--- src/rtl/segxl_pkg.sv ---
package segxl_pkg;

    typedef enum logic [2:0] {
        CAUSE_NONE  = 3'd0,
        CAUSE_RANGE = 3'd1,
        CAUSE_INVAL = 3'd2,
        CAUSE_LIMIT = 3'd3,
        CAUSE_PROT  = 3'd4
    } cause_t;

    typedef enum logic [2:0] {
        S_IDLE,
        S_FETCH_BASE,
        S_FETCH_LEN,
        S_JUDGE,
        S_RESPOND
    } state_t;

endpackage

--- src/rtl/segxl_judge.sv ---
module segxl_judge
    import segxl_pkg::*;
#(
    parameter int OFF_W  = 16,
    parameter int ADDR_W = 24,
    parameter int DATA_W = 32
) (
    input  logic [ADDR_W-1:0] seg_base,
    input  logic [DATA_W-1:0] desc_word1,
    input  logic [OFF_W-1:0]  off,
    input  logic              wr,
    output cause_t            cause,
    output logic [ADDR_W-1:0] paddr
);

    localparam int LEN_W   = DATA_W - 2;
    localparam int VAL_BIT = DATA_W - 1;
    localparam int RO_BIT  = DATA_W - 2;

    logic [LEN_W-1:0] seg_len;
    logic [LEN_W-1:0] off_ext;
    logic             seg_valid;
    logic             seg_ro;

    always_comb begin
        seg_len   = desc_word1[LEN_W-1:0];
        seg_valid = desc_word1[VAL_BIT];
        seg_ro    = desc_word1[RO_BIT];
        off_ext   = LEN_W'(off);
        paddr     = seg_base + ADDR_W'(off);
        if (!seg_valid) begin
            cause = CAUSE_INVAL;
        end else if (off_ext >= seg_len) begin
            cause = CAUSE_LIMIT;
        end else if (wr && seg_ro) begin
            cause = CAUSE_PROT;
        end else begin
            cause = CAUSE_NONE;
        end
    end

endmodule

--- src/rtl/segxl_ctrl.sv ---
module segxl_ctrl
    import segxl_pkg::*;
#(
    parameter int SEG_W  = 4,
    parameter int OFF_W  = 16,
    parameter int ADDR_W = 24
) (
    input  logic              clk,
    input  logic              rst_n,
    input  logic [ADDR_W-1:0] tbl_base,
    input  logic [SEG_W:0]    tbl_len,
    input  logic              req_valid,
    output logic              req_ready,
    input  logic [SEG_W-1:0]  req_seg,
    input  logic [OFF_W-1:0]  req_off,
    input  logic              req_write,
    output logic              mem_rd_en,
    output logic [ADDR_W-1:0] mem_rd_addr,
    input  logic [ADDR_W-1:0] base_word,
    output logic [ADDR_W-1:0] chk_base,
    output logic [OFF_W-1:0]  chk_off,
    output logic              chk_wr,
    input  cause_t            chk_cause,
    input  logic [ADDR_W-1:0] chk_paddr,
    output logic              rsp_valid,
    output logic              rsp_fault,
    output logic [2:0]        rsp_cause,
    output logic [ADDR_W-1:0] rsp_paddr
);

    state_t            state_q, state_d;
    logic              accept;
    logic              seg_oob;
    logic [ADDR_W-1:0] desc_ptr_q;
    logic [ADDR_W-1:0] base_q;
    logic [OFF_W-1:0]  off_q;
    logic              wr_q;
    cause_t            cause_q;
    logic [ADDR_W-1:0] paddr_q;

    assign accept  = req_valid && (state_q == S_IDLE);
    assign seg_oob = ({1'b0, req_seg} >= tbl_len);

    always_comb begin
        state_d = state_q;
        unique case (state_q)
            S_IDLE:       if (accept) state_d = seg_oob ? S_RESPOND : S_FETCH_BASE;
            S_FETCH_BASE: state_d = S_FETCH_LEN;
            S_FETCH_LEN:  state_d = S_JUDGE;
            S_JUDGE:      state_d = S_RESPOND;
            S_RESPOND:    state_d = S_IDLE;
            default:      state_d = S_IDLE;
        endcase
    end

    always_ff @(posedge clk) begin
        if (!rst_n) begin
            state_q    <= S_IDLE;
            desc_ptr_q <= '0;
            base_q     <= '0;
            off_q      <= '0;
            wr_q       <= 1'b0;
            cause_q    <= CAUSE_NONE;
            paddr_q    <= '0;
        end else begin
            state_q <= state_d;
            if (accept) begin
                off_q      <= req_off;
                wr_q       <= req_write;
                desc_ptr_q <= tbl_base + ADDR_W'({req_seg, 1'b0});
                if (seg_oob) begin
                    cause_q <= CAUSE_RANGE;
                    paddr_q <= '0;
                end
            end
            if (state_q == S_FETCH_LEN) begin
                base_q <= base_word;
            end
            if (state_q == S_JUDGE) begin
                cause_q <= chk_cause;
                paddr_q <= (chk_cause == CAUSE_NONE) ? chk_paddr : '0;
            end
        end
    end

    always_comb begin
        req_ready   = (state_q == S_IDLE);
        mem_rd_en   = (state_q == S_FETCH_BASE) || (state_q == S_FETCH_LEN);
        mem_rd_addr = (state_q == S_FETCH_LEN) ? desc_ptr_q + ADDR_W'(1) : desc_ptr_q;
        rsp_valid   = (state_q == S_RESPOND);
        rsp_fault   = (cause_q != CAUSE_NONE);
        rsp_cause   = cause_q;
        rsp_paddr   = paddr_q;
        chk_base    = base_q;
        chk_off     = off_q;
        chk_wr      = wr_q;
    end

    // an out-of-range segment goes straight to the response, with no read
    p_no_read_range_r3: assert property (@(posedge clk) disable iff (!rst_n)
        (accept && seg_oob) |=> (rsp_valid && !mem_rd_en && rsp_cause == 3'd1));

    // the second descriptor word sits one address above the first
    p_word_step_r2: assert property (@(posedge clk) disable iff (!rst_n)
        (state_q == S_FETCH_LEN) |-> (mem_rd_addr == $past(mem_rd_addr) + ADDR_W'(1)));

    // the block never looks ready while a fetch is outstanding
    p_busy_fetch_r8: assert property (@(posedge clk) disable iff (!rst_n)
        mem_rd_en |-> !req_ready);

    // the response is a single-cycle pulse
    p_rsp_pulse_r8: assert property (@(posedge clk) disable iff (!rst_n)
        rsp_valid |=> !rsp_valid);

endmodule

--- src/rtl/segxl_unit.sv ---
module segxl_unit
    import segxl_pkg::*;
#(
    parameter int SEG_W  = 4,
    parameter int OFF_W  = 16,
    parameter int ADDR_W = 24,
    parameter int DATA_W = 32
) (
    input  logic              clk,
    input  logic              rst_n,
    input  logic [ADDR_W-1:0] tbl_base,
    input  logic [SEG_W:0]    tbl_len,
    input  logic              req_valid,
    output logic              req_ready,
    input  logic [SEG_W-1:0]  req_seg,
    input  logic [OFF_W-1:0]  req_off,
    input  logic              req_write,
    output logic              mem_rd_en,
    output logic [ADDR_W-1:0] mem_rd_addr,
    input  logic [DATA_W-1:0] mem_rd_data,
    output logic              rsp_valid,
    output logic              rsp_fault,
    output logic [2:0]        rsp_cause,
    output logic [ADDR_W-1:0] rsp_paddr
);

    logic [ADDR_W-1:0] chk_base;
    logic [OFF_W-1:0]  chk_off;
    logic              chk_wr;
    cause_t            chk_cause;
    logic [ADDR_W-1:0] chk_paddr;

    segxl_ctrl #(
        .SEG_W (SEG_W),
        .OFF_W (OFF_W),
        .ADDR_W(ADDR_W)
    ) u_ctrl (
        .clk        (clk),
        .rst_n      (rst_n),
        .tbl_base   (tbl_base),
        .tbl_len    (tbl_len),
        .req_valid  (req_valid),
        .req_ready  (req_ready),
        .req_seg    (req_seg),
        .req_off    (req_off),
        .req_write  (req_write),
        .mem_rd_en  (mem_rd_en),
        .mem_rd_addr(mem_rd_addr),
        .base_word  (mem_rd_data[ADDR_W-1:0]),
        .chk_base   (chk_base),
        .chk_off    (chk_off),
        .chk_wr     (chk_wr),
        .chk_cause  (chk_cause),
        .chk_paddr  (chk_paddr),
        .rsp_valid  (rsp_valid),
        .rsp_fault  (rsp_fault),
        .rsp_cause  (rsp_cause),
        .rsp_paddr  (rsp_paddr)
    );

    segxl_judge #(
        .OFF_W (OFF_W),
        .ADDR_W(ADDR_W),
        .DATA_W(DATA_W)
    ) u_judge (
        .seg_base  (chk_base),
        .desc_word1(mem_rd_data),
        .off       (chk_off),
        .wr        (chk_wr),
        .cause     (chk_cause),
        .paddr     (chk_paddr)
    );

    // a refused translation never exposes an address
    p_fault_zero_r10: assert property (@(posedge clk) disable iff (!rst_n)
        (rsp_valid && rsp_fault) |-> (rsp_paddr == '0));

    // the fault flag agrees with the cause code
    p_flag_cause_r7: assert property (@(posedge clk) disable iff (!rst_n)
        rsp_valid |-> (rsp_fault == (rsp_cause != 3'd0)));

endmodule

--- config.mk ---
export PLATFORM = sky130hd
export DESIGN_NAME = segxl_unit
export DESIGN_NICKNAME = d
export VERILOG_FILES = /design/src/rtl/segxl_pkg.sv /design/src/rtl/segxl_judge.sv /design/src/rtl/segxl_ctrl.sv /design/src/rtl/segxl_unit.sv
export SDC_FILE = /design/constraint.sdc
export NUM_CORES = 1
export LEC_CHECK = 0
export ABC_AREA = 1
export BUFFER_PORTS_ARGS = -buffer_cell sky130_fd_sc_hd__buf_2
export CELL_PAD_IN_SITES_DETAIL_PLACEMENT = 2
export CELL_PAD_IN_SITES_GLOBAL_PLACEMENT = 2
export CORE_MARGIN = 1.5
export CORE_UTILIZATION = 30
export CTS_CLUSTER_SIZE = 30
export DETAILED_ROUTE_END_ITERATION = 12
export PLACE_DENSITY_LB_ADDON = 0.1
export SKIP_LAST_GASP = 1
export SYNTH_ARGS = -nofsm -noshare
export SYNTH_HDL_FRONTEND = slang
export SYNTH_SLANG_ARGS = --single-unit
--- constraint.sdc ---
create_clock -name clk -period 2.8 [get_ports clk]
set_clock_uncertainty 0.15 [all_clocks]
set_input_delay 0.14 -clock clk [delete_from_list [all_inputs] [get_ports clk]]
set_output_delay 0.14 -clock clk [all_outputs]
set_load 0.05 [all_outputs]
# Word-level counts from Yosys, hierarchy flattened
# Index checks and enable logic that the tools add are counted.
dict set report word_totals {
  regBits 95
  input_bits 85
  output_inout_bits 55
  word_cells 40
}
dict set report op_classes {
  add_sub_neg 3
  order_cmp 2
  eq_ne 5
  mux 14
  reduce_logical 9
}
# op count
set ops {}
lappend ops {{24-bit two-way mux} 5}
lappend ops {{16-bit by 30-bit >= comparator with 1-bit output} 1}
lappend ops {{24-bit by 1-bit adder with 24-bit output, second input constant} 1}
lappend ops {{24-bit by 16-bit adder with 24-bit output} 1}
lappend ops {{24-bit by 5-bit adder with 24-bit output} 1}
lappend ops {{3-bit two-way mux} 8}
lappend ops {{3-bit one-hot mux with 4 select lines} 1}
lappend ops {{3-bit by 2-bit equality test with 1-bit output, second input constant} 2}
lappend ops {{3-bit zero test} 2}
lappend ops {{4-bit by 5-bit >= comparator with 1-bit output} 1}
lappend ops {{2-bit nonzero test} 2}
lappend ops {{3-bit by 1-bit equality test with 1-bit output, second input constant} 1}
lappend ops {{3-bit equality test, second input constant} 1}
lappend ops {{3-bit nonzero test} 1}
lappend ops {{1-bit logical AND} 2}
lappend ops {{2-bit by 1-bit != test with 1-bit output, second input constant} 1}
lappend ops {{2-bit AND reduction} 1}
lappend ops {{1-bit logical OR} 1}

# Depth between registers and ports, before layout
# Gate-level depths: netlist of the first run.
dict set report logic_depth {
  word_depth 7
  depth_mapped 15
  mapped_depth_nobuf 15
}

# Cells and area by module
# From an unflattened synthesis of the first run, not the netlist that was laid out.
dict set report hier_totals {
  hier_cells 1100
  hier_area_um2 6810.3
}
# mod instances cells_per_inst area_each_um2
set by_module_without_submodules {}
lappend by_module_without_submodules {segxl_ctrl 1 739 4894.7}
lappend by_module_without_submodules {segxl_judge 1 361 1915.6}

# Worst setup path after synthesis of the first run
# No wires, ideal clock.
dict set report synth_timing {
  path_kind {register -> output}
  startpoint {reg u_ctrl.desc_ptr_q[1]}
  endpoint {out mem_rd_addr[22]}
  t_arrival_ns 2.030
  required_ns 2.510
  setup_slack_ns 0.480
  stages_incl_launch_ff 9
  path_buffers 0
  path_cell_list {dfxtp_1 ha_1 inv_1 nor4_4 nand2_4 nor2_4 nand2_4 nor2_1 xor2_1}
}
dict set report synth_between {
  elab_chain_len 2
}
# element line_no
set synth_lines {}
lappend synth_lines {{start, declared} segxl_ctrl.sv:34} ;# logic [ADDR_W-1:0] desc_ptr_q;
lappend synth_lines {{start signal, assigned} segxl_ctrl.sv:70} ;# desc_ptr_q <= tbl_base + ADDR_W'({req_seg, 1'b0});
lappend synth_lines {{24-bit by 1-bit adder with 24-bit output} segxl_ctrl.sv:89} ;# mem_rd_addr = (state_q == S_FETCH_LEN) ? desc_ptr_q + ADDR_W'(1) : desc_ptr_q;
lappend synth_lines {{24-bit two-way mux} segxl_ctrl.sv:89}
lappend synth_lines {{end, declared} segxl_unit.sv:19} ;# output logic [ADDR_W-1:0] mem_rd_addr,
# No other way between the ends.

# Worst setup path after layout of the first run
dict set report layout_timing {
  startpoint {reg u_ctrl.desc_ptr_q[4]}
  endpoint {out mem_rd_addr[17]}
}
# Same word-level chain as after synthesis.

==> results.sh, run 1 <==
export IMPL_p_leak_uw=0.00410
export IMPL_endpoint_kind="primary output"
export IMPL_die_area_um2=22100
export IMPL_holdWs_ns=-0.000599
export IMPL_remaining_drc_errors=0
export IMPL_setup_tns_ns=0
export IMPL_clk_pin_slew_ns=0.07
export IMPL_viasPerCell=4.76
export IMPL_core_area_um2=21000
export IMPL_track_usage_pct=21.8
export IMPL_path_max_fanout=4
export IMPL_synth_top_cell_area_share_pct=29.9
export IMPL_num_antenna_cells=0
export IMPL_hold_viol=1
export IMPL_grt_max_degree=54
export IMPL_synth_fp_nets=1082
export IMPL_synthCells=954
export IMPL_initial_core_util_pct=30.4
export IMPL_grt_first_pass_wirelength_mm=37.6
export IMPL_synth_largest_area_cell="dfxtp_1"
export IMPL_slew_violations=0
export IMPL_cpMaxStageDelayCell="dfxtp_1"
export IMPL_pre_cts_ws_ns=0.302
export IMPL_cp_data_arrival_time_ns=2.30
export IMPL_irDropWorstVdd_v=0.000186
export IMPL_fillCellCount=2625
export IMPL_synth_common_cells="199 x nand2_1, 133 x inv_1, 118 x nor2_1"
export IMPL_syn_cell_area_um2=6370
export IMPL_dpl_hpwl_mm=18.3
export IMPL_clk_latency_ns=0.35
export IMPL_fmax_mhz=386
export IMPL_crit_chain="inv_1, nor3_1, and3_2, nand4_1, nor2_1, xor2_1, buf_2"
export IMPL_antenna_left=0
export IMPL_yosys_most_used_dff="dfxtp_1"
export IMPL_cts_buffers=9
export IMPL_vias=6721
export IMPL_synth_most_common_cell="nand2_1"
export IMPL_status="finished, violations left"
export IMPL_cts_tree="built"
export IMPL_cts_setup_buffers=0
export IMPL_ctsLongestPathBuffers=2
export IMPL_antenna_found_initial=0
export IMPL_yosys_warnings=0
export IMPL_first_pass_iters=4
export IMPL_first_global_vias=7327
export IMPL_rsz0062_at_grt="false"
export IMPL_gp_congestion=0.819
export IMPL_slowest_delay_ns=0.41
export IMPL_syn_avg_cell_area_um2=6.68
export IMPL_power_density_nw_per_um2=602
export IMPL_io_buffers=139
export IMPL_synth_area_leaders="dfxtp_1 30%, nand2_1 12%, ha_1 8.1%"
export IMPL_nNetsFinal=1261
export IMPL_die_x_um=149
export IMPL_wl_per_cell_um=16.4
export IMPL_fin_crit_sh_pct=92.5
export IMPL_start_kind="register"
export IMPL_ys_seq_area_share_pct=29.9
export IMPL_worstPathRequired_ns=2.51
export IMPL_fin_crit_ns=2.59
export IMPL_area_growth_pct=28.6
export IMPL_postSynthRegisterBits=95
export IMPL_min_path_type="in -> reg"
export IMPL_cts_root_buffer="clkbuf_16"
export IMPL_drive_above_1_share_pct=17.3
export IMPL_htreeDepth=3
export IMPL_finalSetupViolCount=0
export IMPL_num_rows=53
export IMPL_violations="hold timing"
export IMPL_clock_sinks=95
export IMPL_worst_slack_ns=0.211
export IMPL_grt_ovfl_total=0
export IMPL_synth_edf_count=0
export IMPL_max_cap_violations=0
export IMPL_slew_headroom_pct=41.7
export IMPL_drt_total_wl_mm=23.2
export IMPL_synth_cell_type_count=44
export IMPL_worst_pin_slew_ns=0.874
export IMPL_boundaryPins=140
export IMPL_die_h_um=149
export IMPL_async_flop_share_pct=0
export IMPL_crit_type="reg -> out"
export IMPL_drt_iter0_drc=126
==> stage by stage <==
step | hold WS [ns] | power (µW) | area (µm²) | std cells | util, %
global route | 0.0322 | 5260 | 8190 | 1413 | 39.1
detailed placement | 0.223 | 3440 | 7370 | 1351 | 35.2
floorplan | 0.125 | 2860 | 6370 | 954 | -
global placement | 0.215 | 3400 | 7370 | 1351 | 35.2
finish | -0.000599 | 4930 | 8190 | 1413 | 39.1
CTS | 0.00541 | 5000 | 8190 | 1413 | 39.1
==> cells by family (layout without fill, tap and decap cells) <==
| group | after synthesis | after routing | synth area share, % |
|---|---|---|---|
| buffers and inverters | 167 | 351 | 10.1 |
| xor gates and xnor gates | 52 | 52 | 7.27 |
| DFF | 95 | 95 | 29.9 |
| and+or+nand+nor | 415 | 415 | 28.7 |
| AOI/OAI and AO/OA | 182 | 182 | 15.4 |
| adders and majority gates | 43 | 43 | 8.68 |
==> final cells by class <==
| class | instances | area [µm²] | share of cell area (%) |
|---|---|---|---|
| clock buffers | 10 | 239 | 2.92 |
| clock inverters | 6 | 116 | 1.42 |
| multi-input cells | 692 | 3830 | 46.8 |
| flip-flops and latches | 95 | 1900 | 23.2 |
| inverters | 139 | 522 | 6.37 |
| well taps | 275 | 344 | 4.20 |
| repair buffers | 196 | 1240 | 15.1 |
==> sequential cells by signal, indices dropped and copies added (netlist names) <==
signal and cells:
u_ctrl.state_q 3, u_ctrl.chk_off 16, u_ctrl.rsp_paddr 24, u_ctrl.desc_ptr_q 24, u_ctrl.rsp_cause 3, u_ctrl.chk_wr 1, u_ctrl.chk_base 24
==> worst paths after layout <==
path	from	end	slack, ns	depth (start not counted)
hold / removal	rst_n	u_ctrl.desc_ptr_q[7]	-0.0006	3
setup / recovery	u_ctrl.desc_ptr_q[4]	mem_rd_addr[17]	0.21	7
hold reg to reg	u_ctrl.rsp_paddr[20]	u_ctrl.rsp_paddr[20]	0.32	2
setup reg to reg	u_ctrl.chk_base[0]	u_ctrl.rsp_paddr[18]	0.30	15
==> what timing repair did <==
action,in CTS,in global routing
hold buffers,46,0
hold endpoints to repair,46,0
resized for setup,0,1
setup endpoints to repair,0,1
==> placed cells by master (no fill, tap or decap), drive strengths merged, types with 3 or more instances in the layout <==
master         n
a21oi         89
buf          150
bufinv         3
clkbuf        10
dfxtp         95
dlygate4sd3   46
ha            41
inv          139
nand2        203
nand3         40
nand4         17
nor2         126
nor3          19
o21a           9
o21ai         73
o21bai         4
xnor2         12
xor2          40
==> metal layers <==
| metal | global-route usage, % | wire [µm] |
|---|---|---|
| met4 | 4.95 | 344 |
| met5 | 0 | 0 |
| met2 | 42.0 | 12300 |
| met1 | 25.1 | 10100 |
| met3 | 3.10 | 561 |
==> worst max-delay path: cells and delay by family, from the launching register on <==
kind / cells / cell delay (ns)
AND/OR/NAND/NOR: 4 / 0.97
XOR/XNOR: 1 / 0.20
flip-flops: 1 / 0.41
buffers and inverters: 2 / 0.38
==> where the power goes <==
part / total [µW] / switching, µW / internal, µW
Sequential: 1690 / 155 / 1530
Clock: 1490 / 588 / 905
Combinational: 1750 / 1210 / 541
Total: 4930 / 1950 / 2980
(Power assumes the default switching activity.)
==> run 2, diff against run 1 <==
--- a/config.mk
+++ b/config.mk
@@ -5,12 +5,12 @@
 export SDC_FILE = /design/constraint.sdc
 export NUM_CORES = 1
 export LEC_CHECK = 0
-export ABC_AREA = 1
+export ABC_AREA = 0
 export BUFFER_PORTS_ARGS = -buffer_cell sky130_fd_sc_hd__buf_2
 export CELL_PAD_IN_SITES_DETAIL_PLACEMENT = 2
 export CELL_PAD_IN_SITES_GLOBAL_PLACEMENT = 2
 export CORE_MARGIN = 1.5
-export CORE_UTILIZATION = 30
+export CORE_UTILIZATION = 31
 export CTS_CLUSTER_SIZE = 30
 export DETAILED_ROUTE_END_ITERATION = 12
 export PLACE_DENSITY_LB_ADDON = 0.1
==> run 2 against run 1 <==
The flow now finishes without violations; synthesized cell count down 21%; total power is 20% lower; register-to-register slack got worse by 0.13 ns; sequential share of layout area is 1.5 points higher; clock power decreased by 19%; critical path depth did not move; via count fell by 7.7%; non-clock buffer count up 19; die area down 11%; design area down 6.1%; core utilization grew 2.2 points; final cell count decreased by 17%; critical endpoint is now mem_rd_addr[21].
==> results.sh, run 2 <==
export IMPL_first_global_vias=6737
export IMPL_synthSimpleGateAreaFrac_pct=24.3
export IMPL_async_flop_share_pct=0
export IMPL_r2r_start="u_ctrl.chk_off[0]"
export IMPL_synth_most_common_cell="nand2_1"
export IMPL_finalSetupViolCount=0
export IMPL_dpl_hpwl_mm=16.7
export IMPL_yosys_warnings=0
export IMPL_synth_edf_count=0
export IMPL_whs_endpoint="u_ctrl.desc_ptr_q[17]"
export IMPL_reg2reg_setup_slack_ns=0.17
export IMPL_htreeDepth=3
export IMPL_final_cell_mix="155 x nand2_1, 139 x buf_2, 94 x dfxtp_1"
export IMPL_rsz0062_at_grt="true"
export IMPL_p_leak_uw=0.00327
export IMPL_gp_congestion=0.815
export IMPL_postSynthRegisterBits=95
export IMPL_ctsLongestPathBuffers=2
export IMPL_track_usage_pct=23.2
export IMPL_viasPerCell=5.26
export IMPL_slew_headroom_pct=57.9
export IMPL_fin_crit_sh_pct=95.4
export IMPL_top_usage_layer="met2"
export IMPL_slowest_delay_ns=0.50
export IMPL_drt_iter0_drc=218
export IMPL_first_pass_iters=4
export IMPL_grt_first_pass_wirelength_mm=35.8
export IMPL_die_area_um2=19700
export IMPL_worstHoldPathCells=3
export IMPL_syn_cell_area_um2=5860
export IMPL_min_path_type="in -> reg"
export IMPL_grt_max_degree=61
export IMPL_synth_cell_type_count=61
export IMPL_crit_chain="or3b_4, nor4_4, nand2_2, nor2_2, nand3_1, xnor2_1, buf_2"
export IMPL_clock_sinks=95
export IMPL_status="finished clean"
export IMPL_num_rows=50
export IMPL_nNetsFinal=1066
export IMPL_remaining_drc_errors=0
export IMPL_power_density_nw_per_um2=514
export IMPL_initial_core_util_pct=31.4
export IMPL_syn_avg_cell_area_um2=7.82
export IMPL_irDropWorstVdd_v=0.000354
export IMPL_clk_latency_ns=0.35
export IMPL_r2r_cells=9
export IMPL_fillCellCount=2171
export IMPL_die_x_um=140
export IMPL_die_h_um=140
export IMPL_worstPathRequired_ns=2.51
export IMPL_endpoint_kind="primary output"
export IMPL_path_max_fanout=9
export IMPL_slew_violations=0
export IMPL_start_kind="register"
export IMPL_synth_top_cell_area_share_pct=32.5
export IMPL_grt_util_met3_pct=2.84
export IMPL_crit_type="reg -> out"
export IMPL_max_cap_violations=0
export IMPL_cp_data_arrival_time_ns=2.38
export IMPL_synth_fp_nets=877
export IMPL_r2r_end="u_ctrl.rsp_paddr[14]"
export IMPL_synth_area_leaders="dfxtp_1 32%, nand2_1 9.9%, ha_1 8.8%"
export IMPL_synth_largest_area_cell="dfxtp_1"
export IMPL_power_total_uw=3950
export IMPL_holdWs_ns=0.00880
export IMPL_clk_pin_slew_ns=0.07
export IMPL_io_buffers=139
export IMPL_grt_util_met1_pct=28.9
export IMPL_drive_above_1_share_pct=20.5
export IMPL_synth_xor_area_share_pct=9.27
export IMPL_ys_seq_area_share_pct=32.5
export IMPL_synth_top_family_by_area="simple AND/OR/NAND/NOR gates"
export IMPL_antenna_found_initial=1
export IMPL_area_growth_pct=31.3
export IMPL_synthAdderAreaFrac_pct=9.44
export IMPL_fin_crit_ns=2.67
export IMPL_synth_compound_area_share_pct=19.4
export IMPL_cts_tree="built"
export IMPL_cts_buffers=9
export IMPL_antenna_left=0
export IMPL_cts_root_buffer="clkbuf_16"
export IMPL_core_area_um2=18600
export IMPL_yosys_most_used_dff="dfxtp_1"
export IMPL_final_common_cell="nand2_1"
export IMPL_synthMuxAreaShare_pct=0
export IMPL_synthCells=749
export IMPL_vias=6202
export IMPL_wl_per_cell_um=19.1
export IMPL_boundaryPins=140
export IMPL_hold_viol=0
export IMPL_grt_util_met2_pct=41.8
export IMPL_worstHoldStart="tbl_base[17]"
export IMPL_fmax_mhz=374
export IMPL_setup_tns_ns=0
export IMPL_grt_ovfl_total=0
export IMPL_cpMaxStageDelayCell="or3b_4"
export IMPL_synth_common_cells="155 x nand2_1, 95 x dfxtp_1, 74 x a21oi_1"
export IMPL_drt_total_wl_mm=22.5
export IMPL_worst_pin_slew_ns=0.631
run 2: through the flow:
stage / instances / utilization, % / cell area (µm²) / setup slack (ns)
after global placement: 1101 / 36.5 / 6800 / 0.250
after global routing: 1177 / 41.2 / 7690 / -0.0202
final: 1178 / 41.2 / 7690 / 0.130
after CTS: 1176 / 41.1 / 7670 / 0.0375
after floorplan: 749 / - / 5860 / 0.138
after detailed placement: 1101 / 36.5 / 6800 / 0.149
run 2: layout make-up:
type	count	area, µm²	area share [%]
multi-input combinational	582	3670	47.7
sequential	95	1900	24.7
timing repair buffer	215	1410	18.4
tap	234	293	3.81
clock buffer	13	260	3.38
inverter	35	131	1.71
clock inverter	3	17.5	0.228
antenna	1	2.50	0.0325
run 2: worst max path at each step:
stage                           end  depth (start not counted)  slack (ns)              start
6_report            mem_rd_addr[21]                          7        0.13  u_ctrl.state_q[2]
3_3_place_gp   u_ctrl.rsp_paddr[14]                          9        0.25  u_ctrl.chk_off[0]
2_1_floorplan       mem_rd_addr[21]                          6        0.14  u_ctrl.state_q[1]
3_5_place_dp   u_ctrl.rsp_paddr[20]                         10        0.15  u_ctrl.chk_off[0]
4_1_cts             mem_rd_addr[22]                          7        0.04  u_ctrl.state_q[1]
5_1_grt             mem_rd_addr[22]                          7       -0.02  u_ctrl.state_q[2]
run 2: timing repair:
action | CTS | global route
setup endpoints to repair | 4 | 13
resized for setup | 0 | 3
pin swaps | 1 | 1
hold endpoints to repair | 58 | 0
hold buffers | 58 | 0
buffers inserted | 1 | 1
run 2: worst max-delay path: cells and delay by family, from the launching register on:
family / cells / cell delay, ns
XOR/XNOR: 1 / 0.16
flip-flops: 1 / 0.39
buffers and inverters: 1 / 0.29
AND/OR/NAND/NOR: 5 / 1.18
run 2: cells by family (layout without fill, tap and decap cells):
| family | Yosys count | after routing |
|---|---|---|
| DFF | 95 | 95 |
| buffers and inverters | 72 | 266 |
| other | 0 | 1 |
| and+or+nand+nor | 297 | 297 |
| AOI/OAI and AO/OA | 180 | 180 |
| xor gates and xnor gates | 62 | 62 |
| adders and majority gates | 43 | 43 |
run 2: metal layers:
metal	vias to the layer above	share of wire, %
met4	0	1.4
met5	-	0
li1	3005	-
met2	112	50
met1	3065	46
met3	20	2.6
run 2: report_power, final:
part | leakage (µW) | internal (µW) | switching [µW]
Sequential | 0.000775 | 1460 | 121
Clock | 0.000136 | 650 | 546
Combinational | 0.00236 | 408 | 773
Total | 0.00327 | 2510 | 1440
==> run 3, diff against run 2 <==
--- a/config.mk
+++ b/config.mk
@@ -9,11 +9,13 @@
 export BUFFER_PORTS_ARGS = -buffer_cell sky130_fd_sc_hd__buf_2
 export CELL_PAD_IN_SITES_DETAIL_PLACEMENT = 2
 export CELL_PAD_IN_SITES_GLOBAL_PLACEMENT = 2
-export CORE_MARGIN = 1.5
+export CORE_MARGIN = 5
 export CORE_UTILIZATION = 31
 export CTS_CLUSTER_SIZE = 30
 export DETAILED_ROUTE_END_ITERATION = 12
+export GPL_ROUTABILITY_DRIVEN = 0
 export PLACE_DENSITY_LB_ADDON = 0.1
+export RECOVER_POWER = 50
 export SKIP_LAST_GASP = 1
 export SYNTH_ARGS = -nofsm -noshare
 export SYNTH_HDL_FRONTEND = slang
==> run 3 against run 2 <==
Core utilization decreased by 0.17 points; critical path depth increased by 1; die area increased by 10%; hold slack about the same; global-route usage fell by 2.7 points; combinational power about the same; largest power group unchanged.
==> results.sh, run 3 (synthesis results as in run 2) <==
export IMPL_area_growth_pct=30.8
export IMPL_finish_instance_area_um2=7660
export IMPL_pre_cts_ws_ns=0.123
export IMPL_cts_tree="built"
export IMPL_nNetsFinal=1064
export IMPL_power_density_nw_per_um2=527
export IMPL_worst_slack_ns=0.143
export IMPL_fin_crit_sh_pct=94.9
export IMPL_max_cap_violations=0
export IMPL_cts_buffers=9
export IMPL_slew_headroom_pct=30.4
export IMPL_cp_data_arrival_time_ns=2.37
export IMPL_fmax_mhz=376
export IMPL_final_common_cell="nand2_1"
export IMPL_viasPerCell=5.16
export IMPL_fin_crit_ns=2.66
export IMPL_grt_first_pass_wirelength_mm=35.9
export IMPL_htreeDepth=3
export IMPL_finalSetupViolCount=0
export IMPL_switching_share_pct=36.0
export IMPL_p_int_uw=2580
export IMPL_netSwitchingPower_uw=1450
export IMPL_p_clk_share_pct=31.8
export IMPL_hold_viol=0
export IMPL_ctsLongestPathBuffers=2
export IMPL_die_area_um2=21700
export IMPL_setup_tns_ns=0
export IMPL_slew_violations=0
export IMPL_core_area_um2=18600
export IMPL_first_global_vias=6774
export IMPL_placed_area_um2=6810
export IMPL_antenna_found_initial=1
export IMPL_die_h_um=147
export IMPL_final_cell_mix="155 x nand2_1, 103 x buf_2, 93 x dfxtp_1"
export IMPL_remaining_drc_errors=0
export IMPL_worst_pin_slew_ns=1.04
export IMPL_first_pass_iters=4
export IMPL_grt_ovfl_total=0
export IMPL_drt_total_wl_mm=22.4
export IMPL_seqPwrFrac_pct=39.1
export IMPL_track_usage_pct=20.5
export IMPL_grt_max_degree=61
export IMPL_boundaryPins=140
export IMPL_endpoint_kind="primary output"
export IMPL_rsz0062_at_grt="false"
export IMPL_path_max_fanout=19
export IMPL_initial_core_util_pct=31.4
export IMPL_clk_latency_ns=0.35
export IMPL_min_path_type="in -> reg"
export IMPL_status="finished clean"
export IMPL_clk_pin_slew_ns=0.07
export IMPL_dpl_hpwl_mm=16.9
export IMPL_irDropWorstVdd_v=0.000266
export IMPL_antenna_left=0
export IMPL_drive_above_1_share_pct=17.2
export IMPL_die_x_um=147
export IMPL_power_total_uw=4030
export IMPL_wl_per_cell_um=19.1
export IMPL_drt_iter0_drc=164
export IMPL_worstPathRequired_ns=2.51
export IMPL_crit_type="reg -> out"
export IMPL_num_rows=50
export IMPL_start_kind="register"
export IMPL_clock_sinks=95
export IMPL_vias=6063
export IMPL_combPwrFrac_pct=29.1
export IMPL_p_leak_uw=0.00312
export IMPL_io_buffers=139
export IMPL_cts_root_buffer="clkbuf_16"
==> run 3: cell types whose count changed in the layout (fill, tap and decap cells not counted), sizes merged <==
cell         delta
bufinv          +1
clkbuf         +34
buf            -36
dlygate4sd3     -2
clkinv          -1
clkinvlp        +2
==> run 3: per-layer routing <==
metal | vias up | part of all wire, % | global-route usage (%)
met1 | 2933 | 46 | 25.9
met2 | 102 | 50 | 36.9
met3 | 23 | 2.4 | 2.54
met4 | 0 | 1.5 | 5.36
li1 | 3005 | - | -
met5 | - | 0 | 0
==> run 3: final cells by class <==
type | count | area (µm²)
Clock buffer | 11 | 243
Antenna cell | 1 | 2.50
Clock inverter | 5 | 57.6
Inverter | 35 | 131
Timing Repair Buffer | 213 | 1350
Fill cell | 2159 | 11000
Tap cell | 234 | 293
Sequential cell | 95 | 1900
Multi-Input combinational cell | 582 | 3680
==> run 3: per-stage QoR <==
step | cells | utilization, % | hold slack (ns)
floorplan | 749 | - | 0.126
global placement | 1102 | 36.5 | 0.236
detailed placement | 1102 | 36.5 | 0.244
CTS | 1174 | 41.2 | 0.00535
global route | 1176 | 41.1 | 0.0293
finish | 1176 | 41.1 | 0.00847
==> run 3: power by group through the flow <==
stage	Clock [µW]	Combinational, µW	Sequential (µW)
final	1280	1170	1570
after CTS	1320	1180	1570
after global placement	0	1070	1600
after floorplan	0	759	1570
after detailed placement	0	1110	1610
after global routing	1370	1290	1590
==> run 3: timing repair <==
action / in CTS / in global routing
setup endpoints to repair: 4 / 23
resized for setup: 2 / 8
hold endpoints to repair: 57 / 0
buffers inserted: 0 / 1
hold buffers: 56 / 0
pin swaps: 1 / 2
==> run 3: path summary, 6_finish.rpt <==
check	start	end	slack, ns	cells past startpoint
worst max-delay path	u_ctrl.state_q[1]	mem_rd_addr[22]	0.14	8
worst min-delay path	tbl_base[17]	u_ctrl.desc_ptr_q[17]	0.008	3
worst max register to register	u_ctrl.chk_off[1]	u_ctrl.rsp_paddr[21]	0.25	8
worst min register to register	u_ctrl.rsp_paddr[11]	u_ctrl.rsp_paddr[11]	0.31	2
==> run 3: critical path, cell delays in order (launching register included) <==
cell	delay, ns
dfxtp_2	0.39
or3b_4	0.43
buf_6	0.19
nor3_4	0.20
nand2_1	0.11
nor2_1	0.17
nand4_1	0.14
xnor2_1	0.17
buf_4	0.22
